$ cat config.mk
export PLATFORM = sky130hd
export DESIGN_NAME = smb_regfile_slave
export DESIGN_NICKNAME = d
export VERILOG_FILES = /design/src/rtl/smb_pkg.sv /design/src/rtl/smb_line_sync.sv /design/src/rtl/smb_addr_map.sv /design/src/rtl/smb_regfile.sv /design/src/rtl/smb_xfer_fsm.sv /design/src/rtl/smb_regfile_slave.sv
export SDC_FILE = /design/constraint.sdc
export NUM_CORES = 1
export LEC_CHECK = 0
export ABC_AREA = 0
export BUFFER_PORTS_ARGS = -buffer_cell sky130_fd_sc_hd__buf_2
export CELL_PAD_IN_SITES_DETAIL_PLACEMENT = 0
export CELL_PAD_IN_SITES_GLOBAL_PLACEMENT = 1
export CORE_MARGIN = 4
export CORE_UTILIZATION = 44
export DETAILED_ROUTE_END_ITERATION = 10
export GPL_ROUTABILITY_DRIVEN = 0
export PLACE_DENSITY_LB_ADDON = 0.25
export SLEW_MARGIN = 20
export SYNTH_ARGS = -nofsm -noshare
export SYNTH_HDL_FRONTEND = slang
export SYNTH_HIERARCHICAL = 1
export SYNTH_SLANG_ARGS = --single-unit
export TNS_END_PERCENT = 10
$ cat constraint.sdc
create_clock -name clk -period 3.3 [get_ports clk]
set_clock_uncertainty 0.05 [all_clocks]
set_input_delay 0.33 -clock clk [delete_from_list [all_inputs] [get_ports clk]]
set_output_delay 0.33 -clock clk [all_outputs]
set_load 0.005 [all_outputs]
$ cat src/rtl/smb_pkg.sv
package smb_pkg;

  localparam int BYTE_W = 8;
  localparam logic [6:0] BCAST_ADDR = 7'b1011111;
  localparam logic [6:0] ARA_ADDR   = 7'b0001100;

  typedef enum logic [2:0] {
    ST_IDLE, ST_RX, ST_ACK, ST_TX, ST_MACK, ST_WAIT
  } phase_t;

  typedef enum logic [1:0] {
    K_ADDR, K_CMD, K_DATA, K_EXTRA
  } kind_t;

  // pin code to trit: 00 low, 10 high, 01/11 open
  function automatic logic [4:0] trit(input logic [1:0] code);
    if (code == 2'b00)      return 5'd0;
    else if (code == 2'b10) return 5'd2;
    else                    return 5'd1;
  endfunction

  function automatic kind_t next_kind(input kind_t k);
    case (k)
      K_ADDR:  return K_CMD;
      K_CMD:   return K_DATA;
      default: return K_EXTRA;
    endcase
  endfunction

endpackage

$ cat src/rtl/smb_line_sync.sv
module smb_line_sync #(
  parameter int STAGES = 2
) (
  input  logic clk,
  input  logic rst_n,
  input  logic scl_in,
  input  logic sda_in,
  output logic sda_lvl,
  output logic scl_rise,
  output logic scl_fall,
  output logic start_det,
  output logic stop_det
);
  logic [STAGES:0] scl_sh, sda_sh;
  logic scl_now, scl_old, sda_now, sda_old;

  always_ff @(posedge clk) begin
    if (!rst_n) begin
      scl_sh <= '1;
      sda_sh <= '1;
    end else begin
      scl_sh <= {scl_sh[STAGES-1:0], scl_in};
      sda_sh <= {sda_sh[STAGES-1:0], sda_in};
    end
  end

  assign scl_now = scl_sh[STAGES-1];
  assign scl_old = scl_sh[STAGES];
  assign sda_now = sda_sh[STAGES-1];
  assign sda_old = sda_sh[STAGES];

  assign sda_lvl   = sda_now;
  assign scl_rise  = scl_now & ~scl_old;
  assign scl_fall  = ~scl_now & scl_old;
  assign start_det = scl_now & scl_old & sda_old & ~sda_now;
  assign stop_det  = scl_now & scl_old & ~sda_old & sda_now;
endmodule

$ cat src/rtl/smb_addr_map.sv
module smb_addr_map (
  input  logic [5:0] addr_pins,
  output logic [6:0] own_addr
);
  import smb_pkg::*;
  logic [4:0] low5;
  always_comb begin
    low5 = 5'd9 * trit(addr_pins[5:4]) + 5'd3 * trit(addr_pins[3:2]) + trit(addr_pins[1:0]);
    own_addr = {2'b10, low5};
  end
endmodule

$ cat src/rtl/smb_regfile.sv
module smb_regfile #(
  parameter int PTR_W = 3,
  parameter int CTRL_IDX = 0,
  parameter logic [7:0] CTRL_RST = 8'h10
) (
  input  logic             clk,
  input  logic             rst_n,
  input  logic             bus_we,
  input  logic [PTR_W-1:0] bus_idx,
  input  logic [7:0]       bus_wdata,
  input  logic             hw_we,
  input  logic [PTR_W-1:0] hw_idx,
  input  logic [7:0]       hw_wdata,
  output logic [7:0]       regs_q [1<<PTR_W]
);
  localparam int NREG = 1 << PTR_W;

  for (genvar g = 0; g < NREG; g++) begin : g_reg
    localparam logic [7:0] RST_V = (g == CTRL_IDX) ? CTRL_RST : 8'h00;
    always_ff @(posedge clk) begin
      if (!rst_n)
        regs_q[g] <= RST_V;
      else if (bus_we && bus_idx == PTR_W'(g))
        regs_q[g] <= bus_wdata;
      else if (hw_we && hw_idx == PTR_W'(g))
        regs_q[g] <= hw_wdata;
    end
  end
endmodule

$ cat src/rtl/smb_xfer_fsm.sv
module smb_xfer_fsm #(
  parameter int PTR_W = 3
) (
  input  logic             clk,
  input  logic             rst_n,
  input  logic             sda_lvl,
  input  logic             scl_rise,
  input  logic             scl_fall,
  input  logic             start_det,
  input  logic             stop_det,
  input  logic [6:0]       own_addr,
  input  logic             bcast_en,
  input  logic             alert_pend,
  input  logic [7:0]       rd_byte,
  output logic             sda_pull,
  output logic             alert_won,
  output logic             bus_we,
  output logic [PTR_W-1:0] bus_idx,
  output logic [7:0]       bus_wdata,
  output smb_pkg::phase_t  phase
);
  import smb_pkg::*;

  kind_t      kind;
  logic [3:0] bitcnt;
  logic [7:0] shreg, txb;
  logic       is_read, is_ara, m_ack;
  logic       hit_own, hit_bc, hit_ara;
  logic [7:0] first_tx;

  always_comb begin
    hit_own  = shreg[7:1] == own_addr;
    hit_bc   = (shreg[7:1] == BCAST_ADDR) && !shreg[0] && bcast_en;
    hit_ara  = (shreg[7:1] == ARA_ADDR) && shreg[0] && alert_pend;
    first_tx = is_ara ? {own_addr, 1'b1} : rd_byte;
  end

  always_ff @(posedge clk) begin
    if (!rst_n) begin
      phase <= ST_IDLE; kind <= K_ADDR; bitcnt <= '0;
      shreg <= '0; txb <= '0; bus_idx <= '0; bus_wdata <= '0;
      is_read <= 1'b0; is_ara <= 1'b0; m_ack <= 1'b0;
      sda_pull <= 1'b0; alert_won <= 1'b0; bus_we <= 1'b0;
    end else begin
      alert_won <= 1'b0;
      bus_we    <= 1'b0;
      if (stop_det) begin
        phase <= ST_IDLE; sda_pull <= 1'b0;
      end else if (start_det) begin
        phase <= ST_RX; kind <= K_ADDR; bitcnt <= '0; sda_pull <= 1'b0;
      end else begin
        case (phase)
          ST_RX: begin
            if (scl_rise) begin
              shreg  <= {shreg[6:0], sda_lvl};
              bitcnt <= bitcnt + 4'd1;
            end else if (scl_fall && bitcnt == 4'd8) begin
              case (kind)
                K_ADDR: begin
                  if (hit_own || hit_bc || hit_ara) begin
                    phase <= ST_ACK; sda_pull <= 1'b1;
                    is_read <= shreg[0]; is_ara <= hit_ara;
                  end else begin
                    phase <= ST_WAIT;
                  end
                end
                K_CMD: begin
                  bus_idx <= shreg[PTR_W-1:0];
                  phase <= ST_ACK; sda_pull <= 1'b1;
                end
                K_DATA: begin
                  bus_we <= 1'b1; bus_wdata <= shreg;
                  phase <= ST_ACK; sda_pull <= 1'b1;
                end
                default: begin
                  phase <= ST_ACK; sda_pull <= 1'b1;
                end
              endcase
            end
          end
          ST_ACK: begin
            if (scl_fall) begin
              bitcnt <= '0;
              if (is_read) begin
                phase <= ST_TX; txb <= first_tx; sda_pull <= ~first_tx[7];
              end else begin
                phase <= ST_RX; kind <= next_kind(kind); sda_pull <= 1'b0;
              end
            end
          end
          ST_TX: begin
            if (scl_rise) begin
              bitcnt <= bitcnt + 4'd1;
              if (is_ara && sda_lvl != txb[7]) begin
                phase <= ST_WAIT; sda_pull <= 1'b0;
              end
            end else if (scl_fall) begin
              if (bitcnt == 4'd8) begin
                phase <= ST_MACK; sda_pull <= 1'b0;
                alert_won <= is_ara;
              end else begin
                txb <= {txb[6:0], 1'b0}; sda_pull <= ~txb[6];
              end
            end
          end
          ST_MACK: begin
            if (scl_rise) begin
              m_ack <= ~sda_lvl;
            end else if (scl_fall) begin
              if (m_ack && !is_ara) begin
                phase <= ST_TX; bitcnt <= '0;
                txb <= rd_byte; sda_pull <= ~rd_byte[7];
              end else begin
                phase <= ST_WAIT;
              end
            end
          end
          default: ;
        endcase
      end
    end
  end
endmodule

$ cat src/rtl/smb_regfile_slave.sv
module smb_regfile_slave #(
  parameter int PTR_W = 3,
  parameter int CTRL_IDX = 0,
  parameter int BCAST_BIT = 4,
  parameter logic [7:0] CTRL_RST = 8'h10,
  parameter int SYNC_STAGES = 2
) (
  input  logic             clk,
  input  logic             rst_n,
  input  logic             scl_in,
  input  logic             sda_in,
  output logic             sda_pull,
  input  logic [5:0]       addr_pins,
  input  logic             alert_pend,
  output logic             alert_won,
  input  logic             hw_we,
  input  logic [PTR_W-1:0] hw_idx,
  input  logic [7:0]       hw_wdata,
  output logic [7:0]       hw_rdata
);
  localparam int NREG = 1 << PTR_W;

  logic sda_lvl, scl_rise, scl_fall, start_det, stop_det;
  logic [6:0] own_addr;
  logic bus_we;
  logic [PTR_W-1:0] bus_idx;
  logic [7:0] bus_wdata;
  logic [7:0] regs_q [NREG];
  smb_pkg::phase_t phase;

  smb_line_sync #(.STAGES(SYNC_STAGES)) sync_i (
    .clk(clk), .rst_n(rst_n), .scl_in(scl_in), .sda_in(sda_in),
    .sda_lvl(sda_lvl), .scl_rise(scl_rise), .scl_fall(scl_fall),
    .start_det(start_det), .stop_det(stop_det)
  );

  smb_addr_map amap_i (.addr_pins(addr_pins), .own_addr(own_addr));

  smb_regfile #(.PTR_W(PTR_W), .CTRL_IDX(CTRL_IDX), .CTRL_RST(CTRL_RST)) rf_i (
    .clk(clk), .rst_n(rst_n),
    .bus_we(bus_we), .bus_idx(bus_idx), .bus_wdata(bus_wdata),
    .hw_we(hw_we), .hw_idx(hw_idx), .hw_wdata(hw_wdata),
    .regs_q(regs_q)
  );

  smb_xfer_fsm #(.PTR_W(PTR_W)) fsm_i (
    .clk(clk), .rst_n(rst_n), .sda_lvl(sda_lvl),
    .scl_rise(scl_rise), .scl_fall(scl_fall),
    .start_det(start_det), .stop_det(stop_det),
    .own_addr(own_addr), .bcast_en(regs_q[CTRL_IDX][BCAST_BIT]),
    .alert_pend(alert_pend), .rd_byte(regs_q[bus_idx]),
    .sda_pull(sda_pull), .alert_won(alert_won),
    .bus_we(bus_we), .bus_idx(bus_idx), .bus_wdata(bus_wdata),
    .phase(phase)
  );

  assign hw_rdata = regs_q[hw_idx];
endmodule

After elaboration in Yosys (flattened, before gate mapping)
Index checks and enable logic that the tools add are counted.

Register bits after elaboration: 112. Logic and storage cells: 252.

Add/sub/neg operators: 3. Multiply operators: 2. Order comparisons: 2. Equality and inequality tests: 53. Multiplexer cells: 80. Bitwise gates (word level): 25. Reductions and logical operators: 63.

Operators with widths (count): $mux W8 (29); $bmux W8 S3 (2); $mux W3 (12); $eq A3 B3 Y1 const B (9); $mux W4 (6); $pmux W8 S3 (1); $logic_and A1 B1 Y1 (23); $ne A3 B1 Y1 const B (7); $reduce_bool A2 Y1 (10); $eq A3 B2 Y1 const B (6); $reduce_and A9 Y1 (2); $mux W2 (8); $not A1 Y1 (16); $mux W1 (15); $mux W5 (3); $ne A2 B1 Y1 const B (7); $reduce_and A7 Y1 (2); $pmux W3 S4 (1); $pmux W4 S3 (1); $reduce_and A4 Y1 (3); $reduce_and A6 Y1 (2); $reduce_and A11 Y1 (1); $add A5 B5 Y5 (2); $reduce_and A10 Y1 (1); 32 further kinds (59).

Longest topological paths before layout
Gate-level depths: netlist of the first run.

Depth in word-level cells: 15. Gate-level depth with buffers: 16. Depth with buffers taken out: 16.

Cells and area by module
The synthesis of the first run kept the hierarchy.

Modules (own cells, without submodules): smb_regfile (instances 1, cells an instance 304, area each 2895.3 µm²); smb_xfer_fsm (instances 1, cells an instance 259, area each 2198.4 µm²); smb_regfile_slave (instances 1, cells an instance 58, area each 1101.1 µm²); smb_addr_map (instances 1, cells an instance 26, area each 220.2 µm²); smb_line_sync (instances 1, cells an instance 16, area each 190.2 µm²).

Worst setup path after synthesis of the first run
No wires, ideal clock.

Path kind: input-to-reg. Start point: in addr_pins[5]. End point: reg fsm_i.phase[2]. Setup time: 91 ps. Data arrival time: 3165 ps. Setup slack: -6 ps. Stages on the path: 16. Buffers on the path: 0. Path through: nor2b_4 ha_1 ha_1 inv_1 fa_1 inv_1 ha_1 inv_1 fa_1 xnor2_1 xor2_1 nor3_1 a22oi_1 and2_1 o221ai_1 a311oi_1.

Longest elaborated chain between the ends: 14. Elaborated cells between the ends (all ways): 15.

Ends and longest elaborated chain: from (decl) (RTL line smb_regfile_slave.sv:13) `input logic [5:0] addr_pins,`; $eq A2 B2 Y1 (RTL line smb_pkg.sv:18) `else if (code == 2'b10) return 5'd2;`; $mux W2 (RTL line smb_pkg.sv:18); $mux W5 * (RTL line smb_pkg.sv:17) `if (code == 2'b00) return 5'd0;`; $mul A4 B5 Y5 * (RTL line smb_addr_map.sv:8) `low5 = 5'd9 * trit(addr_pins[5:4]) + 5'd3 * trit(addr_pins[3:2]) + trit(addr_pins[1:0]);`; $add A5 B5 Y5 * (2 in a row) (RTL line smb_addr_map.sv:8); named net own_addr[4] (RTL line smb_regfile_slave.sv:24) `logic [6:0] own_addr;`; $eq A7 B7 Y1 * (RTL line smb_xfer_fsm.sv:32) `hit_own = shreg[7:1] == own_addr;`; $logic_or A1 B1 Y1 * (2 in a row) (RTL line smb_xfer_fsm.sv:60) `if (hit_own || hit_bc || hit_ara) begin`; $mux W3 * (RTL line smb_xfer_fsm.sv:60); $mux W3 * (RTL line smb_xfer_fsm.sv:58) `case (kind)`; $mux W3 * (RTL line smb_xfer_fsm.sv:57) `end else if (scl_fall && bitcnt == 4'd8) begin`; $mux W3 * (RTL line smb_xfer_fsm.sv:54) `if (scl_rise) begin`; $pmux W3 S4 * (RTL line smb_xfer_fsm.sv:52) `case (phase)`; to (signal assigned) (RTL line smb_xfer_fsm.sv:50) `phase <= ST_RX; kind <= K_ADDR; bitcnt <= '0; sda_pull <= 1'b0;`; to (signal assigned) (RTL line smb_xfer_fsm.sv:61) `phase <= ST_ACK; sda_pull <= 1'b1;`; to (signal assigned) (RTL line smb_xfer_fsm.sv:64) `phase <= ST_WAIT;`; to (decl) (RTL line smb_xfer_fsm.sv:20) `output smb_pkg::phase_t phase`.

Mark *: on every way through the listed nets, which the timed path passes. The rest lies on a longest branch. The select of a mux whose other input is x is not followed. A chain may end at the register's enable or synchronous reset.

Worst setup path in the final report of the first run
Start point: in addr_pins[5]. End point: reg fsm_i.is_ara.

Longest elaborated chain between the ends: 10. Elaborated cells between the ends (all ways): 11.

Ends and longest elaborated chain: $eq A2 B2 Y1 (RTL line smb_pkg.sv:18); $mux W2 (RTL line smb_pkg.sv:18); $mux W5 * (RTL line smb_pkg.sv:17); $mul A4 B5 Y5 * (RTL line smb_addr_map.sv:8); $add A5 B5 Y5 * (2 in a row) (RTL line smb_addr_map.sv:8); named net own_addr[3] (RTL line smb_regfile_slave.sv:24); $eq A7 B7 Y1 * (RTL line smb_xfer_fsm.sv:32); $logic_or A1 B1 Y1 * (2 in a row) (RTL line smb_xfer_fsm.sv:60); $reduce_and A7 Y1 (no source line) *; to (signal assigned) (RTL line smb_xfer_fsm.sv:62) `is_read <= shreg[0]; is_ara <= hit_ara;`; to (decl) (RTL line smb_xfer_fsm.sv:27) `logic is_read, is_ara, m_ack;`.

Mark *: on every way through the listed nets, which the timed path passes. The rest lies on a longest branch.

==> reports/summary.txt, run 1 <==
Initial Util - 45.10%
Synth cell types - 68
Compound-Gate Fraction of Synth Area - 16.67%
first-pass GRT wire length - 27,970 um
Final Hold Fails - 0
I/O pins - 33
post-route insts no fill - 858
cts hold-fix bufs - 0
largest net degree at the start of global routing - 77
RR Endpoint - fsm_i/bus_wdata[0]
Final Critical Period - 3141 ps
Max FO, Critical Path - 4
CTS Buffer Depth - 2
xor and xnor area share after synthesis - 1.193%
CP Capture Type - register
WP data arrival - 3340 ps
DIE HEIGHT - 130.5 um
Cells after Synth - 663
global-route congestion overflow total - 0
Post-DRT Antenna Nets - 0
placed cells - 841
multi-input logic area - 4050 um^2
multiplexer area fraction after synthesis - 28.40%
chip width - 130.5 um
largest family of logic cells by synthesized area - multiplexers
row count - 44
worst rel slew slack - 30.75%
CP peak stage delay - 520 ps
IO Port Bufs - 32
Crit Path Category - in2reg
Hold/Removal Path Class - in2reg
Setup crit end - fsm_i/is_ara
mapped cell area - 6605 um^2
power per cell area - 440.5 nW/um^2
Tcrit/Tclk final - 95.19%
Critical R2R Launch - sync_i/sda_sh[1]
Max-Cap Viols - 0
Post-Synth Simple-Gate Area - 12.05%
GRT Total Usage - 21.40%
DR vias - 5,165
Slowest cell on crit path - fa_2
post-synthesis sequential area ratio - 33.95%
Slew Viols, Final - 0
Ys Warns - 6
router iterations before antenna repair - 5
status - completed
worst reg2reg setup slack - 670 ps
FILL cells - 1,361
routed wire length - 17,680 um
CTS tree - yes
crit path launch type - input pin
placed cell area - 6855 um^2
core box area - 14,640 um^2
Sequential Area - 2242 um^2
Avg Cell Area, Syn - 9.962 um^2
Max IR drop VDD - 0.2982 mV
antenna violations before repair - 1
DR DRC count - 0
crit-path cells - buf_2, nor2b_4, ha_1, ha_2, inv_2, fa_1, inv_1, ha_1, inv_1, fa_2, inv_2, xor2_1, nor4_2, a22oi_2, buf_4, nor2_1, o22ai_1, and2_1
Area growth, synth to finish - 9.604%
Worst-Skew Late Latency - 360 ps
WP data required - 3500 ps
final core utilization - 49.44%
vias in the first global route - 5,009
Post-synth EDFFs - 0
die area - 17,040 um^2
drt via density - 6.020
Synth Area in Adders - 2.235%
post-DP HPWL - 11,650 um
TritonCTS Sinks - 112
dominant synthesized flop cell - dfxtp_1
#FFs+latches synth - 112
cell area after layout - 7239 um^2
H-tree depth - 3
final setup fails - 0
initial drt markers - 534
fraction of layout cells with a size suffix above 1 - 17.36%
Mapped Nets - 696
Worst-path clk slew - 70 ps
Worst setup startpoint - addr_pins[5]
final net count - 702
TritonCTS Buffers - 9
asr flop ratio synth - 0%
average wire per standard cell - 20.61 um
Root Buffer - clkbuf_16
Achievable Freq - 318.3 MHz
R2R cell count - 6
Lkg Pwr - 2.895 nW
hold slack - 105.3 ps
Antenna Cells - 0
Least-Margin Pin Slew - 1037 ps
[power by group]
part / switching, mW / leakage, nW / internal [mW]
Combinational: 0.258 / 1.82 / 0.204
Sequential: 0.0559 / 0.906 / 1.39
Clock: 0.520 / 0.170 / 0.764
[synthesized netlist by cell type (all sizes together), types with 4 or more instances]
cell | count | area (um^2)
nor3b | 5 | 52.55
nand3 | 6 | 35.03
o21ai | 70 | 357.8
buf | 25 | 180.2
nor3 | 4 | 31.28
nand4b | 7 | 61.31
nor2b | 8 | 57.55
nand2b | 14 | 87.58
dfxtp | 112 | 2242
mux2i | 85 | 850.8
a22oi | 8 | 60.06
nor2 | 37 | 138.9
a211oi | 4 | 30.03
clkbuf | 33 | 123.9
a21oi | 80 | 407.9
nand2 | 23 | 86.33
inv | 13 | 48.80
mux2 | 17 | 191.4
o21a | 4 | 30.03
mux4 | 32 | 833.3
xor2 | 8 | 70.07
a31oi | 7 | 50.05
a21o | 5 | 37.54
ha | 7 | 87.58
[per-layer routing]
layer  GRT usage (%)  share of wire (%)
met3           4.512                4.9
met2           34.55                 47
met4           5.989                2.0
met5               0              0.040
met1           29.15                 46
[flip-flops by register name, indices dropped and copies added, names as in the netlist]
| name | cells |
|---|---|
| rf_i/regs_q | 64 |
| fsm_i/bus_wdata | 8 |
| fsm_i/shreg | 8 |
| fsm_i/txb | 8 |
| fsm_i/bitcnt | 4 |
| fsm_i/bus_idx | 3 |
| fsm_i/phase | 3 |
| sync_i/scl_sh | 3 |
| sync_i/sda_sh | 3 |
| fsm_i/kind | 2 |
| fsm_i/alert_won | 1 |
| fsm_i/bus_we | 1 |
| fsm_i/is_ara | 1 |
| fsm_i/is_read | 1 |
| fsm_i/m_ack | 1 |
| fsm_i/sda_pull | 1 |
[worst min path at each step]
stage	slack [ps]	endpoint	cells past startpoint	startpoint
2_1_floorplan	340	sync_i/scl_sh[1]	1	sync_i/scl_sh[0]
3_3_place_gp	350	sync_i/sda_sh[1]	1	sync_i/sda_sh[0]
3_5_place_dp	350	sync_i/scl_sh[1]	1	sync_i/scl_sh[0]
4_1_cts	90	sync_i/sda_sh[0]	2	sda_in
5_1_grt	100	sync_i/sda_sh[0]	2	sda_in
6_report	110	sync_i/sda_sh[0]	2	sda_in
[layout make-up]
cell class | count | area share [%]
clock inverter | 5 | 1.435
timing repair buffer | 53 | 4.390
sequential | 112 | 30.97
inverter | 14 | 0.7259
multi-input combinational | 479 | 55.95
tap | 184 | 3.180
clock buffer | 11 | 3.353
[worst max-delay path, delay by kind of cell]
family | cells | cell delay (ps)
xor gates and xnor gates | 1 | 150
and+or+nand+nor | 4 | 650
adders and majority gates | 5 | 1540
buffers and inverters | 6 | 450
AOI/OAI and AO/OA | 2 | 210
[through the flow]
step	setup WS, ps	TNS, ps	power, mW
6_report	158.8	0	3.189
5_1_grt	-35.05	-35.35	3.313
4_1_cts	68.90	0	3.182
3_5_place_dp	-304.9	-1597	1.907
3_3_place_gp	-217.8	-1071	1.898
2_1_floorplan	4.591	0	1.799
[cell families after synthesis]
| kind of cell | Yosys count |
|---|---|
| muxes | 134 |
| and+or+nand+nor | 132 |
| DFF | 112 |
| adders and majority gates | 10 |
| other | 2 |
| xor gates and xnor gates | 9 |
| buffers and inverters | 72 |
| AOI/OAI and AO/OA | 192 |
[cell usage in the layout (no fill, tap or decap), types with 3 or more instances in the layout]
master,instances
nand3_1,5
inv_1,11
a21oi_1,78
a211oi_1,3
nand4b_1,7
a22oi_1,7
o21a_1,4
o22ai_1,3
nor2b_1,7
buf_4,21
nor2_1,37
ha_1,6
nand4bb_1,3
mux4_1,30
and4bb_2,3
nand2_1,23
a31oi_1,6
xor2_1,8
mux2_2,17
nor3b_2,3
bufinv_16,3
nand2b_1,14
o21ai_0,67
nor3_1,3
a21o_1,5
mux2i_1,85
buf_2,32
dfxtp_1,112
clkbuf_16,9
[what timing repair did]
item / CTS / global route
gates resized for setup: 0 / 9
setup buffers: 0 / 1
endpoints found under the setup margin: 0 / 6
Power figures use the tool's default switching activity.
==> run 2: changes to the inputs <==
Settings changed: PLACE_DENSITY_LB_ADDON 0.25 to 0.1.
==> reports/summary.txt, run 2 (synthesis gave the netlist of run 1 again) <==
status - completed
routed wire length - 17,680 um (about the same)
Post-CTS Repair Setup Buffers - 0 (unchanged)
post-DP HPWL - 12,060 um (+3.6%)
TritonCTS Sinks - 112 (unchanged)
I/O pins - 33 (unchanged)
DIE HEIGHT - 130.5 um (unchanged)
die area - 17,040 um^2 (unchanged)
cts hold-fix bufs - 0 (unchanged)
DR vias - 5,105 (-1.2%)
Antenna Cells - 0 (unchanged)
Tcrit/Tclk final - 96.28% (+1.1 points)
global-route congestion overflow total - 0 (unchanged)
Resized Gates After CTS - 0 (unchanged)
router iterations before antenna repair - 5 (unchanged)
Final Hold Fails - 0 (unchanged)
fin worst setup slack - 122.9 ps (-35.88 ps)
final net count - 707 (+0.71%)
first-pass GRT wire length - 27,770 um (-0.72%)
Worst-path clk slew - 80 ps (about the same)
Final Power - 3.110 mW (-2.5%)
max FFs per register - 64 (unchanged)
Max-Cap Viols - 0 (unchanged)
IO Port Bufs - 32 (unchanged)
crit path launch type - input pin
commonest cells after routing, fill and taps aside - dfxtp_1 (112), mux2i_1 (85), a21oi_1 (78)
Achievable Freq - 314.8 MHz (-1.1%)
worst rel slew slack - 28.31% (-2.4 points)
most common cell after layout, fill and taps aside - dfxtp_1
WP data arrival - 3390 ps (+50 ps)
Least-Margin Pin Slew - 1074 ps (+36.62 ps)
Slew Viols, Final - 0 (unchanged)
pre-CTS setup slack - -311.8 ps (-6.886 ps)
CTS Buffer Depth - 2 (unchanged)
largest net degree at the start of global routing - 45 (-42%)
Area growth, synth to finish - 9.718%
final setup fails - 0 (unchanged)
CP Capture Type - register
row count - 44 (unchanged)
Post-DRT Antenna Nets - 0 (unchanged)
fraction of layout cells with a size suffix above 1 - 17.67% (+0.31 points)
TritonCTS Buffers - 9 (unchanged)
H-tree depth - 3 (unchanged)
drt via density - 5.915 (-1.7%)
Lkg Pwr - 2.910 nW (+0.50%)
GRT Total Usage - 21.21% (-0.19 points)
Max IR drop VDD - 0.2414 mV (-19%)
Root Buffer - clkbuf_16
vias in the first global route - 4,864 (-2.9%)
Largest Register - rf_i/regs_q
CTS tree - yes
initial drt markers - 396 (-26%)
power per cell area - 429.1 nW/um^2 (-2.6%)
Hold/Removal Path Class - in2reg
WP data required - 3510 ps (about the same)
DR DRC count - 0 (unchanged)
antenna violations before repair - 0 (-1)
Final Critical Period - 3177 ps (+35.88 ps)
Initial Util - 45.10% (unchanged)
average wire per standard cell - 20.49 um (-0.60%)
core box area - 14,640 um^2 (unchanged)
Max FO, Critical Path - 2 (-2)
Crit Path Category - in2reg
chip width - 130.5 um (unchanged)
Worst-Skew Late Latency - 350 ps (about the same)
run 2: metrics by stage:
| stage | instances | hold slack (ps) | util (%) | TNS [ps] | area (um^2) |
|---|---|---|---|---|---|
| floorplan | 663 | 336.3 | - | 0 | 6613 |
| global placement | 847 | 344.5 | 47.12 | -1147 | 6900 |
| detailed placement | 847 | 347.7 | 47.12 | -1719 | 6900 |
| CTS | 863 | 92.63 | 49.36 | 0 | 7228 |
| global route | 863 | 111.8 | 49.49 | -7.240 | 7247 |
| finish | 863 | 108.1 | 49.49 | 0 | 7247 |
run 2: cell type report:
cell class | instances | area [um^2]
multi-input combinational | 479 | 4039
tap | 184 | 230.2
sequential | 112 | 2242
fill | 1422 | 7397
clock buffer | 9 | 225.2
timing repair buffer | 58 | 355.3
inverter | 14 | 52.55
clock inverter | 7 | 102.6
run 2: final timing paths:
| kind | startpoint | end | slack [ps] | depth (start not counted) |
|---|---|---|---|---|
| min reg2reg | sync_i/sda_sh[0] | sync_i/sda_sh[1] | 360 | 1 |
| min | sda_in | sync_i/sda_sh[0] | 110 | 2 |
| max reg2reg | sync_i/sda_sh[1] | fsm_i/bus_wdata[6] | 780 | 6 |
| max | addr_pins[5] | fsm_i/phase[2] | 120 | 15 |
run 2: critical path, cell delays in order:
cell      delay [ps]
buf_2             90
nor2b_4          120
ha_1             290
ha_1             300
fa_1             420
ha_1             180
inv_1             60
fa_2             430
inv_1            110
xor2_1           190
nor4_2            70
a22oi_2          230
and2_4           190
o221ai_1         100
a311oi_1         270
run 2: per-layer routing:
layer / wire [um] / vias up / global-route usage (%)
li1: - / 2524 / -
met1: 8382 / 2442 / 29.94
met2: 8363 / 120 / 34.10
met3: 637 / 19 / 2.683
met4: 298 / 0 / 6.413
met5: 0 / - / 0
run 2: where the power goes:
| group | switching, mW | internal, mW |
|---|---|---|
| combinational | 0.252 | 0.201 |
| clock | 0.540 | 0.676 |
| sequential | 0.0542 | 1.39 |
| total | 0.846 | 2.26 |
